--- config.mk ---
export PLATFORM = sky130hd
export DESIGN_NAME = adc_serial_capture
export DESIGN_NICKNAME = d
export VERILOG_FILES = /design/src/rtl/adc_cap_pkg.sv /design/src/rtl/adc_sclk_gen.sv /design/src/rtl/adc_bit_sync.sv /design/src/rtl/adc_frame_ctrl.sv /design/src/rtl/adc_serial_capture.sv
export SDC_FILE = /design/constraint.sdc
export NUM_CORES = 1
export LEC_CHECK = 0
export ABC_AREA = 1
export BUFFER_PORTS_ARGS = -buffer_cell sky130_fd_sc_hd__buf_2
export CORE_MARGIN = 5
export CORE_UTILIZATION = 30
export CTS_CLUSTER_SIZE = 25
export DETAILED_ROUTE_END_ITERATION = 12
export PLACE_DENSITY = 0.57
export SYNTH_ARGS = -nofsm -noshare
export SYNTH_HDL_FRONTEND = slang
export SYNTH_SLANG_ARGS = --single-unit
--- constraint.sdc ---
create_clock -name clk -period 1.4 [get_ports clk]
set_clock_uncertainty 0.15 [all_clocks]
set_input_delay 0.28 -clock clk [delete_from_list [all_inputs] [get_ports clk]]
set_output_delay 0.28 -clock clk [all_outputs]
set_load 0.01 [all_outputs]
--- src/rtl/adc_cap_pkg.sv ---
// Package: shared types for the serial ADC capture controller.
// Assumes: nothing beyond IEEE 1800-2017 synthesizable subset.
package adc_cap_pkg;

    // Frame phase: waiting out the idle gap, or shifting bits in.
    typedef enum logic {
        PH_GAP   = 1'b0,
        PH_SHIFT = 1'b1
    } frame_ph_e;

endpackage

--- src/rtl/adc_sclk_gen.sv ---
// Module: adc_sclk_gen
// Divides the system clock to produce a free-running converter clock and a
// one-cycle tick, in the system domain, during the first cycle the converter
// clock is high.
// Assumes: HALF_DIV >= 2; the converter clock output is a register, so the
// tick and the output rise together.
module adc_sclk_gen #(
    parameter int unsigned HALF_DIV = 6
) (
    input  logic clk,
    input  logic rst_n,
    output logic sclk_o,
    output logic rise_tick_o
);

    localparam int unsigned CW = (HALF_DIV > 1) ? $clog2(HALF_DIV) : 1;
    localparam logic [CW-1:0] LAST = CW'(HALF_DIV - 1);

    logic [CW-1:0] div_q;
    logic          sclk_q;
    logic          rise_q;

    // Divider: count system clocks and toggle the converter clock each half period.
    always_ff @(posedge clk) begin
        if (!rst_n) begin
            div_q  <= '0;
            sclk_q <= 1'b0;
            rise_q <= 1'b0;
        end else begin
            rise_q <= 1'b0;
            if (div_q == LAST) begin
                div_q  <= '0;
                sclk_q <= ~sclk_q;
                rise_q <= ~sclk_q;
            end else begin
                div_q <= div_q + 1'b1;
            end
        end
    end

    assign sclk_o      = sclk_q;
    assign rise_tick_o = rise_q;

    // Checker state: age of the current converter clock level in system clocks.
    logic        chk_prev_q;
    int unsigned chk_age_q;

    // Checker: track the previous level and how long it has been held.
    always_ff @(posedge clk) begin
        if (!rst_n) begin
            chk_prev_q <= 1'b0;
            chk_age_q  <= 0;
        end else begin
            chk_prev_q <= sclk_q;
            chk_age_q  <= (sclk_q != chk_prev_q) ? 1 : chk_age_q + 1;
        end
    end


    sclk_half_period_chk: assert property (@(posedge clk) disable iff (!rst_n)
        (sclk_q != chk_prev_q) |-> (chk_age_q == HALF_DIV));


    rise_tick_level_chk: assert property (@(posedge clk) disable iff (!rst_n)
        rise_q |-> (sclk_q && !chk_prev_q));

endmodule

--- src/rtl/adc_bit_sync.sv ---
// Module: adc_bit_sync
// Brings the asynchronous serial data into the system domain through a
// STAGES-deep flop chain and delays the capture tick by the same depth, so
// the tick leaving the block lines up with the bit that was present at the
// converter clock edge that raised it.
// Assumes: STAGES >= 2; the input changes only on falling converter clock
// edges, at least STAGES+1 system clocks away from a rising edge.
module adc_bit_sync #(
    parameter int unsigned STAGES = 2
) (
    input  logic clk,
    input  logic rst_n,
    input  logic din_i,
    input  logic tick_i,
    output logic bit_o,
    output logic tick_o
);

    logic [STAGES-1:0] data_q;
    logic [STAGES-1:0] tick_q;

    // Synchronizer and matching tick delay line.
    always_ff @(posedge clk) begin
        if (!rst_n) begin
            data_q <= '0;
            tick_q <= '0;
        end else begin
            data_q <= {data_q[STAGES-2:0], din_i};
            tick_q <= {tick_q[STAGES-2:0], tick_i};
        end
    end

    assign bit_o  = data_q[STAGES-1];
    assign tick_o = tick_q[STAGES-1];

endmodule

--- src/rtl/adc_frame_ctrl.sv ---
// Module: adc_frame_ctrl
// Sequences one conversion frame: counts GAP_RISES rising converter clock
// ticks with the strobe high, drops the strobe, then collects
// LEAD_BITS+DATA_BITS synchronized bits MSB-first. On the last bit it raises
// the strobe, publishes the zero-extended data with a one-cycle valid and
// goes back to the gap.
// Assumes: DATA_BITS >= 3, WORD_BITS >= DATA_BITS, and bit ticks arrive only
// while shifting_o is high (the caller gates them).
module adc_frame_ctrl
    import adc_cap_pkg::*;
#(
    parameter int unsigned DATA_BITS = 12,
    parameter int unsigned LEAD_BITS = 1,
    parameter int unsigned GAP_RISES = 3,
    parameter int unsigned WORD_BITS = 16
) (
    input  logic                 clk,
    input  logic                 rst_n,
    input  logic                 rise_tick_i,
    input  logic                 bit_i,
    input  logic                 bit_tick_i,
    output logic                 conv_n_o,
    output logic                 shifting_o,
    output logic [WORD_BITS-1:0] word_o,
    output logic                 word_vld_o
);

    localparam int unsigned RAW_BITS = DATA_BITS + LEAD_BITS;
    localparam int unsigned BCW      = $clog2(RAW_BITS + 1);
    localparam int unsigned GCW      = $clog2(GAP_RISES + 1);
    localparam logic [BCW-1:0] BIT_LAST = BCW'(RAW_BITS - 1);
    localparam logic [GCW-1:0] GAP_LAST = GCW'(GAP_RISES - 1);

    frame_ph_e              ph_q;
    logic [GCW-1:0]         gap_q;
    logic [BCW-1:0]         bit_cnt_q;
    logic [DATA_BITS-2:0]   hist_q;
    logic                   conv_n_q;
    logic [WORD_BITS-1:0]   word_q;
    logic                   vld_q;
    logic [DATA_BITS-1:0]   data_nxt;

    // Last DATA_BITS bits including the one arriving now; older bits fall off.
    assign data_nxt = {hist_q, bit_i};

    // Frame sequencer: gap counting, strobe, shifting and result publication.
    always_ff @(posedge clk) begin
        if (!rst_n) begin
            ph_q      <= PH_GAP;
            gap_q     <= '0;
            bit_cnt_q <= '0;
            hist_q    <= '0;
            conv_n_q  <= 1'b1;
            word_q    <= '0;
            vld_q     <= 1'b0;
        end else begin
            vld_q <= 1'b0;
            case (ph_q)
                PH_GAP: begin
                    if (rise_tick_i) begin
                        if (gap_q == GAP_LAST) begin
                            gap_q     <= '0;
                            ph_q      <= PH_SHIFT;
                            conv_n_q  <= 1'b0;
                            bit_cnt_q <= '0;
                            hist_q    <= '0;
                        end else begin
                            gap_q <= gap_q + 1'b1;
                        end
                    end
                end
                PH_SHIFT: begin
                    if (bit_tick_i) begin
                        hist_q <= data_nxt[DATA_BITS-2:0];
                        if (bit_cnt_q == BIT_LAST) begin
                            word_q    <= WORD_BITS'(data_nxt);
                            vld_q     <= 1'b1;
                            conv_n_q  <= 1'b1;
                            ph_q      <= PH_GAP;
                            bit_cnt_q <= '0;
                        end else begin
                            bit_cnt_q <= bit_cnt_q + 1'b1;
                        end
                    end
                end
                default: ph_q <= PH_GAP;
            endcase
        end
    end

    assign conv_n_o   = conv_n_q;
    assign shifting_o = (ph_q == PH_SHIFT);
    assign word_o     = word_q;
    assign word_vld_o = vld_q;


    conv_fall_after_rise_chk: assert property (@(posedge clk) disable iff (!rst_n)
        $fell(conv_n_q) |-> $past(rise_tick_i));


    gap_no_capture_chk: assert property (@(posedge clk) disable iff (!rst_n)
        (ph_q == PH_GAP) |-> !bit_tick_i);


    bit_count_range_chk: assert property (@(posedge clk) disable iff (!rst_n)
        bit_cnt_q <= BIT_LAST);


    conv_rise_with_valid_chk: assert property (@(posedge clk) disable iff (!rst_n)
        $rose(conv_n_q) |-> vld_q);


    valid_single_chk: assert property (@(posedge clk) disable iff (!rst_n)
        vld_q |=> !vld_q);


    word_hold_chk: assert property (@(posedge clk) disable iff (!rst_n)
        (word_q != $past(word_q)) |-> vld_q);

endmodule

--- src/rtl/adc_serial_capture.sv ---
// Module: adc_serial_capture (top)
// Serial ADC capture controller: free-running converter clock, edge-counted
// frame spacing, active-low convert strobe, synchronized MSB-first capture
// and a parallel result with a one-cycle valid.
// Assumes: HALF_DIV >= SYNC_STAGES + 2 so every capture completes inside
// the converter clock's high phase; the converter updates its data on
// falling converter clock edges.
module adc_serial_capture #(
    parameter int unsigned HALF_DIV    = 6,
    parameter int unsigned SYNC_STAGES = 2,
    parameter int unsigned DATA_BITS   = 12,
    parameter int unsigned LEAD_BITS   = 1,
    parameter int unsigned GAP_RISES   = 3,
    parameter int unsigned WORD_BITS   = 16
) (
    input  logic                 clk,
    input  logic                 rst_n,
    input  logic                 adc_sdata_i,
    output logic                 adc_sclk_o,
    output logic                 adc_conv_n_o,
    output logic [WORD_BITS-1:0] sample_o,
    output logic                 sample_vld_o
);

    logic rise_tick;
    logic shifting;
    logic cap_tick_raw;
    logic cap_tick;
    logic cap_bit;

    // Converter clock and rising-edge tick.
    adc_sclk_gen #(
        .HALF_DIV (HALF_DIV)
    ) u_sclk (
        .clk         (clk),
        .rst_n       (rst_n),
        .sclk_o      (adc_sclk_o),
        .rise_tick_o (rise_tick)
    );

    // Only rising edges seen while shifting request a capture.
    assign cap_tick_raw = rise_tick & shifting;

    // Data synchronizer with aligned capture tick.
    adc_bit_sync #(
        .STAGES (SYNC_STAGES)
    ) u_sync (
        .clk    (clk),
        .rst_n  (rst_n),
        .din_i  (adc_sdata_i),
        .tick_i (cap_tick_raw),
        .bit_o  (cap_bit),
        .tick_o (cap_tick)
    );

    // Frame sequencing and result assembly.
    adc_frame_ctrl #(
        .DATA_BITS (DATA_BITS),
        .LEAD_BITS (LEAD_BITS),
        .GAP_RISES (GAP_RISES),
        .WORD_BITS (WORD_BITS)
    ) u_frame (
        .clk         (clk),
        .rst_n       (rst_n),
        .rise_tick_i (rise_tick),
        .bit_i       (cap_bit),
        .bit_tick_i  (cap_tick),
        .conv_n_o    (adc_conv_n_o),
        .shifting_o  (shifting),
        .word_o      (sample_o),
        .word_vld_o  (sample_vld_o)
    );


    upper_zero_chk: assert property (@(posedge clk) disable iff (!rst_n)
        sample_o[WORD_BITS-1:DATA_BITS] == '0);


    sclk_low_in_reset_chk: assert property (@(posedge clk)
        !rst_n |=> !adc_sclk_o);

endmodule

* Yosys cells after proc, flatten, opt, wreduce, memory -nomap -nowiden
Index checks and enable logic that the tools add are counted.
W data, S select, Z words.
** Cells by class
- Bitwise logic cells :: 4
- Multiplexer cells :: 21
- Eq/ne operators :: 7
- Add/sub/neg operators :: 3
- Reductions and logical operators :: 7
** Operators with widths (number)
- $mux W11 :: 3
- $pmux W11 S2 :: 1
- $mux W4 :: 4
- $mux W1 :: 9
- $reduce_and A3 Y1 :: 3
- $pmux W4 S2 :: 1
- $ne A2 B2 Y1 const B :: 3
- $add A4 B1 Y4 const B :: 1
- $eq A4 B4 Y1 const B :: 1
- $pmux W1 S2 :: 2
- $reduce_and A2 Y1 :: 2
- $reduce_and A4 Y1 :: 1
- $add A3 B1 Y3 const B :: 1
- $eq A3 B3 Y1 const B :: 1
- $not A1 Y1 :: 3
- $add A2 B1 Y2 const B :: 1
- $eq A2 B2 Y1 const B :: 1
- $mux W2 :: 1
- $ne A2 B1 Y1 const B :: 1
- $reduce_or A2 Y1 :: 1
- $and A1 B1 Y1 :: 1
** Storage, ports and cells
- Word-level logic and storage cells :: 54
- Bits in registers :: 41
- Input bits :: 3

* Logic depth before layout (Yosys ltp)
Gate-level depths: netlist (run 1).
- Depth after elaboration :: 4
- Depth in mapped cells :: 8

* Hierarchy
From an unflattened synthesis (run 1), not the netlist that was laid out.
** Unflattened totals
- Cells, all modules :: 203
- Area, all modules :: 1617.8 µm²
** Modules (own cells, without submodules)
- adc_frame_ctrl :: seq. area each 640.6 µm², area an instance 1298.7 µm², instances 1, cells an instance 164
- adc_sclk_gen :: seq. area each 100.1 µm², area an instance 201.4 µm², instances 1, cells an instance 25
- adc_bit_sync :: seq. area each 80.1 µm², area an instance 110.1 µm², instances 1, cells an instance 12
- adc_serial_capture :: seq. area each 0.0 µm², area an instance 7.5 µm², instances 1, cells an instance 2

* Worst setup path before layout (run 1)
OpenSTA, ideal clock, no wires.
- Path type :: register to register
- Start point :: register u_frame.bit_cnt_q[0]
- End point :: register u_frame.word_q[10] (netlist: u_frame.word_o[10])
- Slack :: 0.011 ns
- Clock period less this slack :: 1.389 ns
- Arrival :: 1.122 ns
- Buffers on the path :: 1
- Data required time :: 1.134 ns
- Stages on the path, launching flop included :: 9
- Library setup time :: 0.116 ns
- Path through :: dfxtp_1 > inv_1 > ha_1 > nand3_2 > nor2_4 > nor2_4 > buf_6 > nand2_1 > o21ai_1
** On the way
- Cells in the longest elaborated chain, start to end :: 2
** Ends and longest elaborated chain
- from (decl) :: RTL line adc_frame_ctrl.sv:36 : logic [BCW-1:0] bit_cnt_q;
- from (signal assigned) :: RTL line adc_frame_ctrl.sv:82 : bit_cnt_q <= bit_cnt_q + 1'b1;
- $eq A4 B4 Y1 :: RTL line adc_frame_ctrl.sv:75 : if (bit_cnt_q == BIT_LAST) begin
- $reduce_and A3 Y1 (no line)
- to (signal assigned) :: RTL line adc_frame_ctrl.sv:76 : word_q <= WORD_BITS'(data_nxt);
- to (decl) :: RTL line adc_frame_ctrl.sv:39 : logic [WORD_BITS-1:0] word_q;
Every way passes these cells.
A chain may end at the register's enable or synchronous reset.

* Final worst setup path (run 1)
- Start point :: register u_frame.bit_cnt_q[0]
- End point :: register u_frame.word_q[9] (netlist: u_frame.word_o[9])
Same word-level chain as after synthesis.

==> run metrics, run 1 <==
Ant. Diodes=0; port bufs=17; Crit path top cell by count=nor2_4; CP max-delay cell=dfxtp_2; area of the multi-input gates=696.9 um^2; Total GRT Usage=9.250%; min-delay worst type=input pin to flip-flop; chip width=83.55 um; number of global-route vias before repair=1177; GPL Wtd Cong=0.7784; status=completed; initial antenna violation count=0; Synth Instances=190; clock sink count=41; total die area=0.006981 mm^2; CTS buffer count=5; sequential cell fraction of total power=52.8%; share of post-route cells with drive strength above 1=34.39%; synthesized area per cell=8.541 um^2; Worst-Skew Late Latency=290 ps; Root Driver=clkbuf_8; leakage power=0.8995 nW; post-DP HPWL=2.132 mm; Seq. cell area=825.8 um^2; TritonCTS clock tree=done; WS Path Type=flip-flop to flip-flop; Final Setup Violations=0; #FFs+latches synth=41; post-detailed-route wirelength per cell=9.983 um; # nets final=227; type of origin of the critical path=flip-flop; endpoint class of the critical path=flip-flop; worst endpoint required time=1440 ps; fin. max-slew vios=0; initial core utilization=31.37%; NetSw=0.4580 mW; Vias=1211; Die Y=83.55 um; final hold slack=23.11 ps; crit-path leading delay family=simple AND/OR/NAND/NOR gates; Std-Cell Rows=26; Clock Power Share=43.7%; # DRC=0; commonest non-fill, non-tap cell in the layout=nand2_1; peak supply drop=0.8995 mV; final WL=2.905 mm; DR pass1 iterations=4; CP max stage delay=330 ps; Comb power frac=3.5%; count of cell types in the netlist=28; core area=0.005172 mm^2; fin crit share=96.30%; RSZ-0062 raised after global routing=true; final setup TNS=0 ps; post-route ant nets=0; most frequent cells in the layout=42 x nand2_1, 37 x dfxtp_1, 17 x inv_1, 17 x buf_2, 15 x nand2_2; register area share after synthesis=50.58%; global-route wire length before repair=5.264 mm; worst path bufs/invs=2; Fillers=525; Max Cap Viol=0; internal power=1.790 mW; H-tree depth=2; P per Cell Area=1117 mW/mm^2; largest net degree at the start of global routing=14; CP max FO=7; Sw Ratio=20.38%; # IOs=22; Tmin final=1348 ps; via-per-instance ratio=4.162; fmax=741.7 MHz; initial DRC count=65; clock transition at the registers of the reported paths=80 ps; Syn Std Cell Area=0.001623 mm^2; Area growth syn-to-layout=23.98%; YS warnings=0; Data arrival, critical path=1380 ps; critical path cell sequence=inv_2 -> ha_4 -> nand3_4 -> nor2_4 -> nor2_4 -> buf_12 -> nand2_1 -> o21ai_1; Final Hold Fails=0; gr ovfl total=0; clk buf depth=2
-- layout make-up --
cell class | count | share of cell area [%]
flip-flops and latches | 41 | 41.04
multi-input cells | 121 | 34.64
repair buffers | 29 | 9.515
inverters | 22 | 4.478
well taps | 70 | 4.353
clock buffers | 6 | 4.104
clock inverters | 2 | 1.866
-- routing by layer --
| metal | global-route usage (%) | up-vias | share of wire [%] |
|---|---|---|---|
| li1 | - | 650 | - |
| met1 | 12.62 | 526 | 53 |
| met2 | 13.27 | 29 | 40 |
| met3 | 3.356 | 6 | 6.3 |
| met4 | 3.509 | 0 | 1.5 |
| met5 | 0 | - | 0 |
-- tightest hold or removal path, cell delays in order --
cell,delay [ps]
buf_2,80
nand2_1,40
inv_1,40
-- path summary, 6_finish.rpt --
| path | startpoint | endpoint | slack [ps] | cells past startpoint |
|---|---|---|---|---|
| worst max-delay path | u_frame.bit_cnt_q[0]$_SDFFE_PN0P_ | u_frame.word_o[9]$_SDFFE_PN0P_ | 50 | 8 |
| worst min register to register | u_sync.tick_q[0]$_SDFF_PN0_ | u_sync.tick_q[1]$_SDFF_PN0_ | 260 | 2 |
| worst max register to register | u_frame.bit_cnt_q[0]$_SDFFE_PN0P_ | u_frame.word_o[9]$_SDFFE_PN0P_ | 50 | 8 |
| worst min-delay path | adc_sdata_i | u_sync.data_q[0]$_SDFF_PN0_ | 20 | 3 |
-- per-stage QoR --
| stage | cells | util, % | cell area (um^2) | worst slack (ps) | total power [mW] |
|---|---|---|---|---|---|
| after global placement | 281 | 34.74 | 1797 | 46.57 | 1.281 |
| after floorplan | 193 | - | 1634 | 11.38 | 1.273 |
| after detailed placement | 281 | 34.74 | 1797 | -2.651 | 1.281 |
| after global routing | 291 | 38.90 | 2012 | -22.23 | 2.351 |
| after CTS | 291 | 37.64 | 1947 | 3.070 | 2.275 |
| final | 291 | 38.90 | 2012 | 51.79 | 2.248 |
-- registers in the layout (all words and copies together) (netlist names) --
signal,count
u_sclk.sclk_o,1
u_frame.gap_q,2
u_frame.word_o,12
u_frame.word_vld_o,1
u_frame.shifting_o,1
u_sync.data_q,2
u_frame.hist_q,11
u_frame.conv_n_o,1
u_sclk.div_q,3
u_sclk.rise_tick_o,1
u_sync.tick_q,2
u_frame.bit_cnt_q,4
-- power groups by stage --
| stage | clock, mW | sequential (mW) | combinational, mW |
|---|---|---|---|
| floorplan | 0 | 1.21 | 0.0614 |
| global placement | 0 | 1.21 | 0.0679 |
| detailed placement | 0 | 1.21 | 0.0680 |
| CTS | 1.01 | 1.19 | 0.0761 |
| global route | 1.08 | 1.19 | 0.0874 |
| finish | 0.983 | 1.19 | 0.0789 |
-- timing repair --
| item | in CTS | in global routing |
|---|---|---|
| endpoints found under the setup margin | 4 | 15 |
| resized for setup | 2 | 27 |
| buffers inserted | 2 | 0 |
| pin swaps | 1 | 5 |
| hold buffers | 0 | 0 |
-- cell families (layout without fill, tap and decap cells) --
family	after synthesis	in the layout	share of synthesized area, %
compound gates	26	26	9.484
xor+xnor	1	1	0.5398
fa+ha+maj	4	4	3.084
buf+inv	31	59	10.41
flops	41	41	50.58
other cells	1	4	0.2311
simple gates	86	86	25.67
-- cell usage after synthesis (all sizes together) --
master  number  share of area (%)
nand2       62                 17
dfxtp       41                 51
inv         21                4.9
o21ai       14                4.8
nor2        13                4.5
buf          9                5.2
a21oi        7                2.4
nand3        7                2.5
ha           4                3.1
nand4        4                1.5
a211oi       2               0.92
o22ai        2               0.77
clkinv       1               0.31
conb         1               0.23
o211a        1               0.62
xnor2        1               0.54
No activity file was read; power rests on OpenSTA's default activity.
==> inputs of run 2 (changes only) <==
--- a/config.mk
+++ b/config.mk
@@ -8,10 +8,10 @@
 export ABC_AREA = 1
 export BUFFER_PORTS_ARGS = -buffer_cell sky130_fd_sc_hd__buf_2
 export CORE_MARGIN = 5
-export CORE_UTILIZATION = 30
+export CORE_UTILIZATION = 50
 export CTS_CLUSTER_SIZE = 25
 export DETAILED_ROUTE_END_ITERATION = 12
-export PLACE_DENSITY = 0.57
+export PLACE_DENSITY = 0.79
 export SYNTH_ARGS = -nofsm -noshare
 export SYNTH_HDL_FRONTEND = slang
 export SYNTH_SLANG_ARGS = --single-unit
==> constraint.sdc (replaced) <==
create_clock -name clk -period 1.7 [get_ports clk]
set_clock_uncertainty 0.15 [all_clocks]
set_input_delay 0.34 -clock clk [delete_from_list [all_inputs] [get_ports clk]]
set_output_delay 0.34 -clock clk [all_outputs]
set_load 0.01 [all_outputs]
==> run 2 against run 1 <==
Die area decreased by 36%; final area shrank 9.7%; combinational power is 24% lower; clock power fell by 34%; final cell count decreased by 12%; critical path depth down 2; first-iteration DRC count fell by 3.1%; sequential power down 18%; setup slack improved by 110 ps; critical endpoint is now u_frame.hist_q[2]$_SDFFE_PN0P_.
==> run metrics, run 2 (synthesized netlist as in run 1, its figures left out) <==
leakage power=0.8334 nW (-7.3%); fin crit share=90.63% (-5.7 points); Vias=1217 (+0.50%); # nets final=219 (-3.5%); Max Cap Viol=0 (unchanged); status=completed; CP max FO=12 (+5); Tmin final=1541 ps (+192.4 ps); post-detailed-route wirelength per cell=11.02 um (+10%); most frequent cells in the layout=54 x nand2_1, 41 x dfxtp_1, 19 x inv_1; chip width=66.97 um (-20%); sequential cell fraction of total power=57.8% (+5.0 points); CP max stage delay=540 ps (+210 ps); core area=0.003078 mm^2 (-40%); Die Y=66.97 um (-20%); NetSw=0.3467 mW (-24%); worst endpoint required time=1810 ps (+370 ps); fmax=649.1 MHz (-12%); port bufs=17 (unchanged); M3 GR Usage=4.890% (+1.5 points); endpoint class of the critical path=flip-flop; CTS-repair resized insts=0 (-2); Final Setup Violations=0 (unchanged); clock transition at the registers of the reported paths=120 ps (+40 ps); fin. max-slew vios=0 (unchanged); post-route ant nets=0 (unchanged); type of origin of the critical path=flip-flop; pre-CTS WS=180.0 ps (+182.6 ps); max FFs per register=12 (unchanged); clk buf depth=2 (unchanged); final setup TNS=0 ps (unchanged); post-DP HPWL=1.975 mm (-7.4%); initial DRC count=63 (-3.1%); # DRC=0 (unchanged); GPL Wtd Cong=0.7750 (-0.44%); P per Cell Area=930.6 mW/mm^2 (-17%); Ant. Diodes=0 (unchanged); Fillers=300 (-43%); total die area=0.004485 mm^2 (-36%); RSZ-0062 raised after global routing=false; fin util=59.02% (+20 points); initial core utilization=52.72% (+21 points); Sw Ratio=20.51% (+0.13 points); min-delay worst type=input pin to flip-flop; Root Driver=clkbuf_4; Pwr Total=1.691 mW (-25%); Data arrival, critical path=1650 ps (+270 ps); number of global-route vias before repair=1133 (-3.7%); worst path bufs/invs=1 (-1); commonest non-fill, non-tap cell in the layout=nand2_1; TritonCTS clock tree=done; global-route wire length before repair=4.843 mm (-8.0%); clock sink count=41 (unchanged); Worst-Skew Late Latency=340 ps (+50 ps); # IOs=22 (unchanged); gr ovfl total=0 (unchanged); Crit path top cell by count=nand2_2; largest net degree at the start of global routing=14 (unchanged); CTS buffer count=5 (unchanged); Final Hold Fails=0 (unchanged); peak supply drop=0.6104 mV (-32%); Clock Power Share=38.7% (-5.0 points); final hold slack=42.68 ps (+19.58 ps); H-tree depth=2 (unchanged); DR pass1 iterations=5 (+1); CP max-delay cell=dfxtp_1; crit-path leading delay family=flip-flops; internal power=1.344 mW (-25%); M1 GR Usage=17.98% (+5.4 points); Seq. cell area=820.8 um^2 (-0.61%); hold buffers post-CTS=0 (unchanged); final WL=2.831 mm (-2.5%); area of the multi-input gates=644.4 um^2 (-7.5%); Comb power frac=3.5% (about the same); routing usage on met2=21.78% (+8.5 points); share of post-route cells with drive strength above 1=22.07% (-12 points); WS Path Type=flip-flop to flip-flop; Area growth syn-to-layout=11.95%; critical path cell sequence=nor2_4 -> nand2_2 -> nand2_4 -> inv_2 -> nand2_2 -> o21ai_0; initial antenna violation count=0 (unchanged); GR peak layer=met2; setup ws final=159.4 ps (+107.6 ps); via-per-instance ratio=4.735 (+14%); Std-Cell Rows=20 (-23%); Total GRT Usage=14.21% (+5.0 points)
==> run 2: final cells by class <==
type                    count  area share [%]
flip-flops and latches     41           45.18
multi-input cells         121           35.47
repair buffers             21           7.025
inverters                  22           4.614
clock buffers               7           3.030
well taps                  44           3.030
clock inverters             1           1.653
==> run 2: repair_timing <==
| action | 4_1_cts | 5_1_grt |
|---|---|---|
| setup endpoints to repair | 0 | 1 |
| endpoints found under the hold margin | 0 | 0 |
| setup buffers | 0 | 2 |
==> run 2: worst register-to-register path, delay by kind of cell, from the launching register on <==
| family | cells | cell delay, ps |
|---|---|---|
| flip-flops | 1 | 540 |
| AND/OR/NAND/NOR | 4 | 420 |
| AO/OA/AOI/OAI | 1 | 190 |
| buffers and inverters | 1 | 170 |
==> run 2: routing by layer <==
| metal | up-vias | wire [um] |
|---|---|---|
| met4 | 0 | 25 |
| met2 | 30 | 1288 |
| met5 | - | 0 |
| met1 | 553 | 1368 |
| met3 | 4 | 148 |
| li1 | 630 | - |
==> run 2: power groups by stage <==
| stage | Combinational, mW | Sequential [mW] | Clock, mW |
|---|---|---|---|
| global placement | 0.0510 | 0.999 | 0 |
| finish | 0.0599 | 0.977 | 0.653 |
| CTS | 0.0530 | 0.977 | 0.657 |
| floorplan | 0.0506 | 0.998 | 0 |
| global route | 0.0671 | 0.979 | 0.707 |
| detailed placement | 0.0523 | 0.999 | 0 |
==> run 2: worst paths after layout <==
path	end	start	slack [ps]	depth (start not counted)
max reg2reg	u_frame.hist_q[2]$_SDFFE_PN0P_	u_frame.shifting_o$_SDFF_PN0_	160	6
max	u_frame.hist_q[2]$_SDFFE_PN0P_	u_frame.shifting_o$_SDFF_PN0_	160	6
min	u_sync.data_q[0]$_SDFF_PN0_	adc_sdata_i	40	3
min reg2reg	u_sync.tick_q[1]$_SDFF_PN0_	u_sync.tick_q[0]$_SDFF_PN0_	280	2
==> run 2: per-stage QoR <==
step / cell area, um^2 / std cells
after global routing: 1817 / 257
final: 1817 / 257
after global placement: 1704 / 247
after detailed placement: 1704 / 247
after floorplan: 1634 / 193
after CTS: 1789 / 255
==> inputs of run 3 (changes only) <==
--- a/config.mk
+++ b/config.mk
@@ -7,11 +7,13 @@
 export LEC_CHECK = 0
 export ABC_AREA = 1
 export BUFFER_PORTS_ARGS = -buffer_cell sky130_fd_sc_hd__buf_2
+export CELL_PAD_IN_SITES_DETAIL_PLACEMENT = 1
+export CELL_PAD_IN_SITES_GLOBAL_PLACEMENT = 1
 export CORE_MARGIN = 5
-export CORE_UTILIZATION = 50
+export CORE_UTILIZATION = 45
 export CTS_CLUSTER_SIZE = 25
 export DETAILED_ROUTE_END_ITERATION = 12
-export PLACE_DENSITY = 0.79
+export PLACE_DENSITY = 0.9
 export SYNTH_ARGS = -nofsm -noshare
 export SYNTH_HDL_FRONTEND = slang
 export SYNTH_SLANG_ARGS = --single-unit
==> run 3 against run 2 <==
Setup slack worse by 33 ps; wire length up 21%; largest cell class unchanged; final cell count up 0.78%.
==> run metrics, run 3 (synthesized netlist as in run 1, its figures left out) <==
peak supply drop=0.5014 mV (-18%); fmax=635.4 MHz (-2.1%); # IOs=22 (unchanged); Final Setup Violations=0 (unchanged); worst endpoint required time=1790 ps (-20 ps); DR pass1 iterations=4 (-1); Hold EP=u_sync.data_q[0]$_SDFF_PN0_; # nets final=220 (+0.46%); Final Hold Fails=0 (unchanged); fin. max-slew vios=0 (unchanged); # DRC=0 (unchanged); min-delay worst type=input pin to flip-flop; total die area=0.004907 mm^2 (+9.4%); port bufs=17 (unchanged); most frequent cells in the layout=54 x nand2_1, 41 x dfxtp_1, 19 x inv_1; Area growth syn-to-layout=11.95% (unchanged); Total GRT Usage=16.10% (+1.9 points); Worst-Skew Late Latency=340 ps (about the same); CP max FO=13 (+1); number of global-route vias before repair=1374 (+21%); max FFs per register=12 (unchanged); type of origin of the critical path=flip-flop; status=completed; Ant. Diodes=0 (unchanged); endpoint class of the critical path=flip-flop; RSZ-0062 raised after global routing=false; final WL=3.422 mm (+21%); initial DRC count=47 (-25%); initial antenna violation count=0 (unchanged); Tmin final=1574 ps (+33.13 ps); share of post-route cells with drive strength above 1=22.07% (unchanged); post-DP HPWL=2.561 mm (+30%); initial core utilization=47.51% (-5.2 points); clock transition at the registers of the reported paths=120 ps (about the same); Max Cap Viol=0 (unchanged); Std-Cell Rows=21 (+5.0%); post-route ant nets=0 (unchanged); Fillers=429 (+43%); area of the multi-input gates=644.4 um^2 (unchanged); fin crit share=92.58% (+1.9 points); Data arrival, critical path=1660 ps (about the same); Root Driver=clkbuf_4; clock sink count=41 (unchanged); CTS buffer count=5 (unchanged); R2R cell count=8 (+2); final setup TNS=0 ps (unchanged); WS Path Type=flip-flop to flip-flop; leakage power=0.8332 nW (about the same); via-per-instance ratio=4.900 (+3.5%); RR Startpoint=u_frame.bit_cnt_q[0]$_SDFFE_PN0P_; # placed instances=250 (+1.2%); flop-to-flop setup slack=130 ps (-30 ps); Seq. cell area=820.8 um^2 (unchanged); RR Endpoint=u_frame.word_o[9]$_SDFFE_PN0P_; core area=0.003416 mm^2 (+11%); GPL Wtd Cong=0.7488 (-3.4%); commonest non-fill, non-tap cell in the layout=nand2_1; Vias=1269 (+4.3%); chip width=70.05 um (+4.6%); Die Y=70.05 um (+4.6%); hold path cells=3 (unchanged); HP Start=rst_n; H-tree depth=2 (unchanged); TritonCTS clock tree=done; clk buf depth=2 (unchanged); gr ovfl total=0 (unchanged); Post-Layout Cell Count=259 (+0.78%); P per Cell Area=904.5 mW/mm^2 (-2.8%); post-detailed-route wirelength per cell=13.21 um (+20%); global-route wire length before repair=6.258 mm (+29%); largest net degree at the start of global routing=14 (unchanged)
run 3: changes by cell type in the layout (fill, tap and decap cells not counted):
cell,before,now
clkbuf_8,1,0
clkbuf_1,1,0
dlygate4sd3_1,0,1
clkinv_2,1,2
run 3: what timing repair did:
action                                 in CTS  in global routing
endpoints found under the hold margin       0                  1
setup endpoints to repair                   0                  2
setup buffers                               0                  1
hold buffers                                0                  1
resized for setup                           0                  0
run 3: worst max-delay path by stage:
| stage | from | to | slack, ps | cells past startpoint |
|---|---|---|---|---|
| floorplan | u_frame.bit_cnt_q[0]$_SDFFE_PN0P_ | u_frame.word_o[10]$_SDFFE_PN0P_ | 310 | 8 |
| global placement | u_frame.bit_cnt_q[0]$_SDFFE_PN0P_ | u_frame.word_o[9]$_SDFFE_PN0P_ | 240 | 7 |
| detailed placement | u_frame.bit_cnt_q[0]$_SDFFE_PN0P_ | u_frame.word_o[9]$_SDFFE_PN0P_ | 110 | 7 |
| CTS | u_frame.bit_cnt_q[0]$_SDFFE_PN0P_ | u_frame.word_o[9]$_SDFFE_PN0P_ | 50 | 7 |
| global route | u_frame.bit_cnt_q[0]$_SDFFE_PN0P_ | u_frame.word_o[1]$_SDFFE_PN0P_ | 30 | 8 |
| finish | u_frame.bit_cnt_q[0]$_SDFFE_PN0P_ | u_frame.word_o[9]$_SDFFE_PN0P_ | 130 | 8 |
run 3: worst max-delay path: stages (launching register included):
cell	delay (ps)
dfxtp_1	370
inv_1	150
ha_1	180
nand3_2	110
nor2_4	170
nor2_4	60
buf_12	140
nand2_1	60
o21ai_1	70
run 3: report_power, final:
group          internal, mW  switching, mW
Clock                 0.300          0.304
Sequential            0.971        0.00698
Combinational        0.0239         0.0382
Total                  1.29          0.349
run 3: final cells by class:
class | instances | area share, %
Clock buffer | 5 | 2.066
Clock inverter | 2 | 1.928
Inverter | 22 | 4.614
Multi-Input combinational cell | 121 | 35.47
Sequential cell | 41 | 45.18
Tap cell | 46 | 3.168
Timing Repair Buffer | 22 | 7.576
run 3: per-stage QoR:
| stage | total power, mW | util (%) | hold WS (ps) | instance area (um^2) | setup WS, ps |
|---|---|---|---|---|---|
| 5_1_grt | 1.724 | 53.19 | 84.61 | 1817 | 27.22 |
| 6_report | 1.643 | 53.19 | 110.9 | 1817 | 126.2 |
| 3_3_place_gp | 1.053 | 50.18 | 247.9 | 1714 | 239.7 |
| 3_5_place_dp | 1.056 | 50.18 | 255.9 | 1714 | 107.8 |
| 4_1_cts | 1.659 | 52.31 | 11.68 | 1787 | 51.44 |
| 2_1_floorplan | 1.049 | - | 240.5 | 1634 | 311.4 |
run 3: per-layer routing:
layer	up-vias	wire [um]	global-route usage (%)
met5	-	0	0
met2	20	1721	27.91
met1	610	1492	18.02
li1	633	-	-
met4	0	58	6.596
met3	6	150	5.308
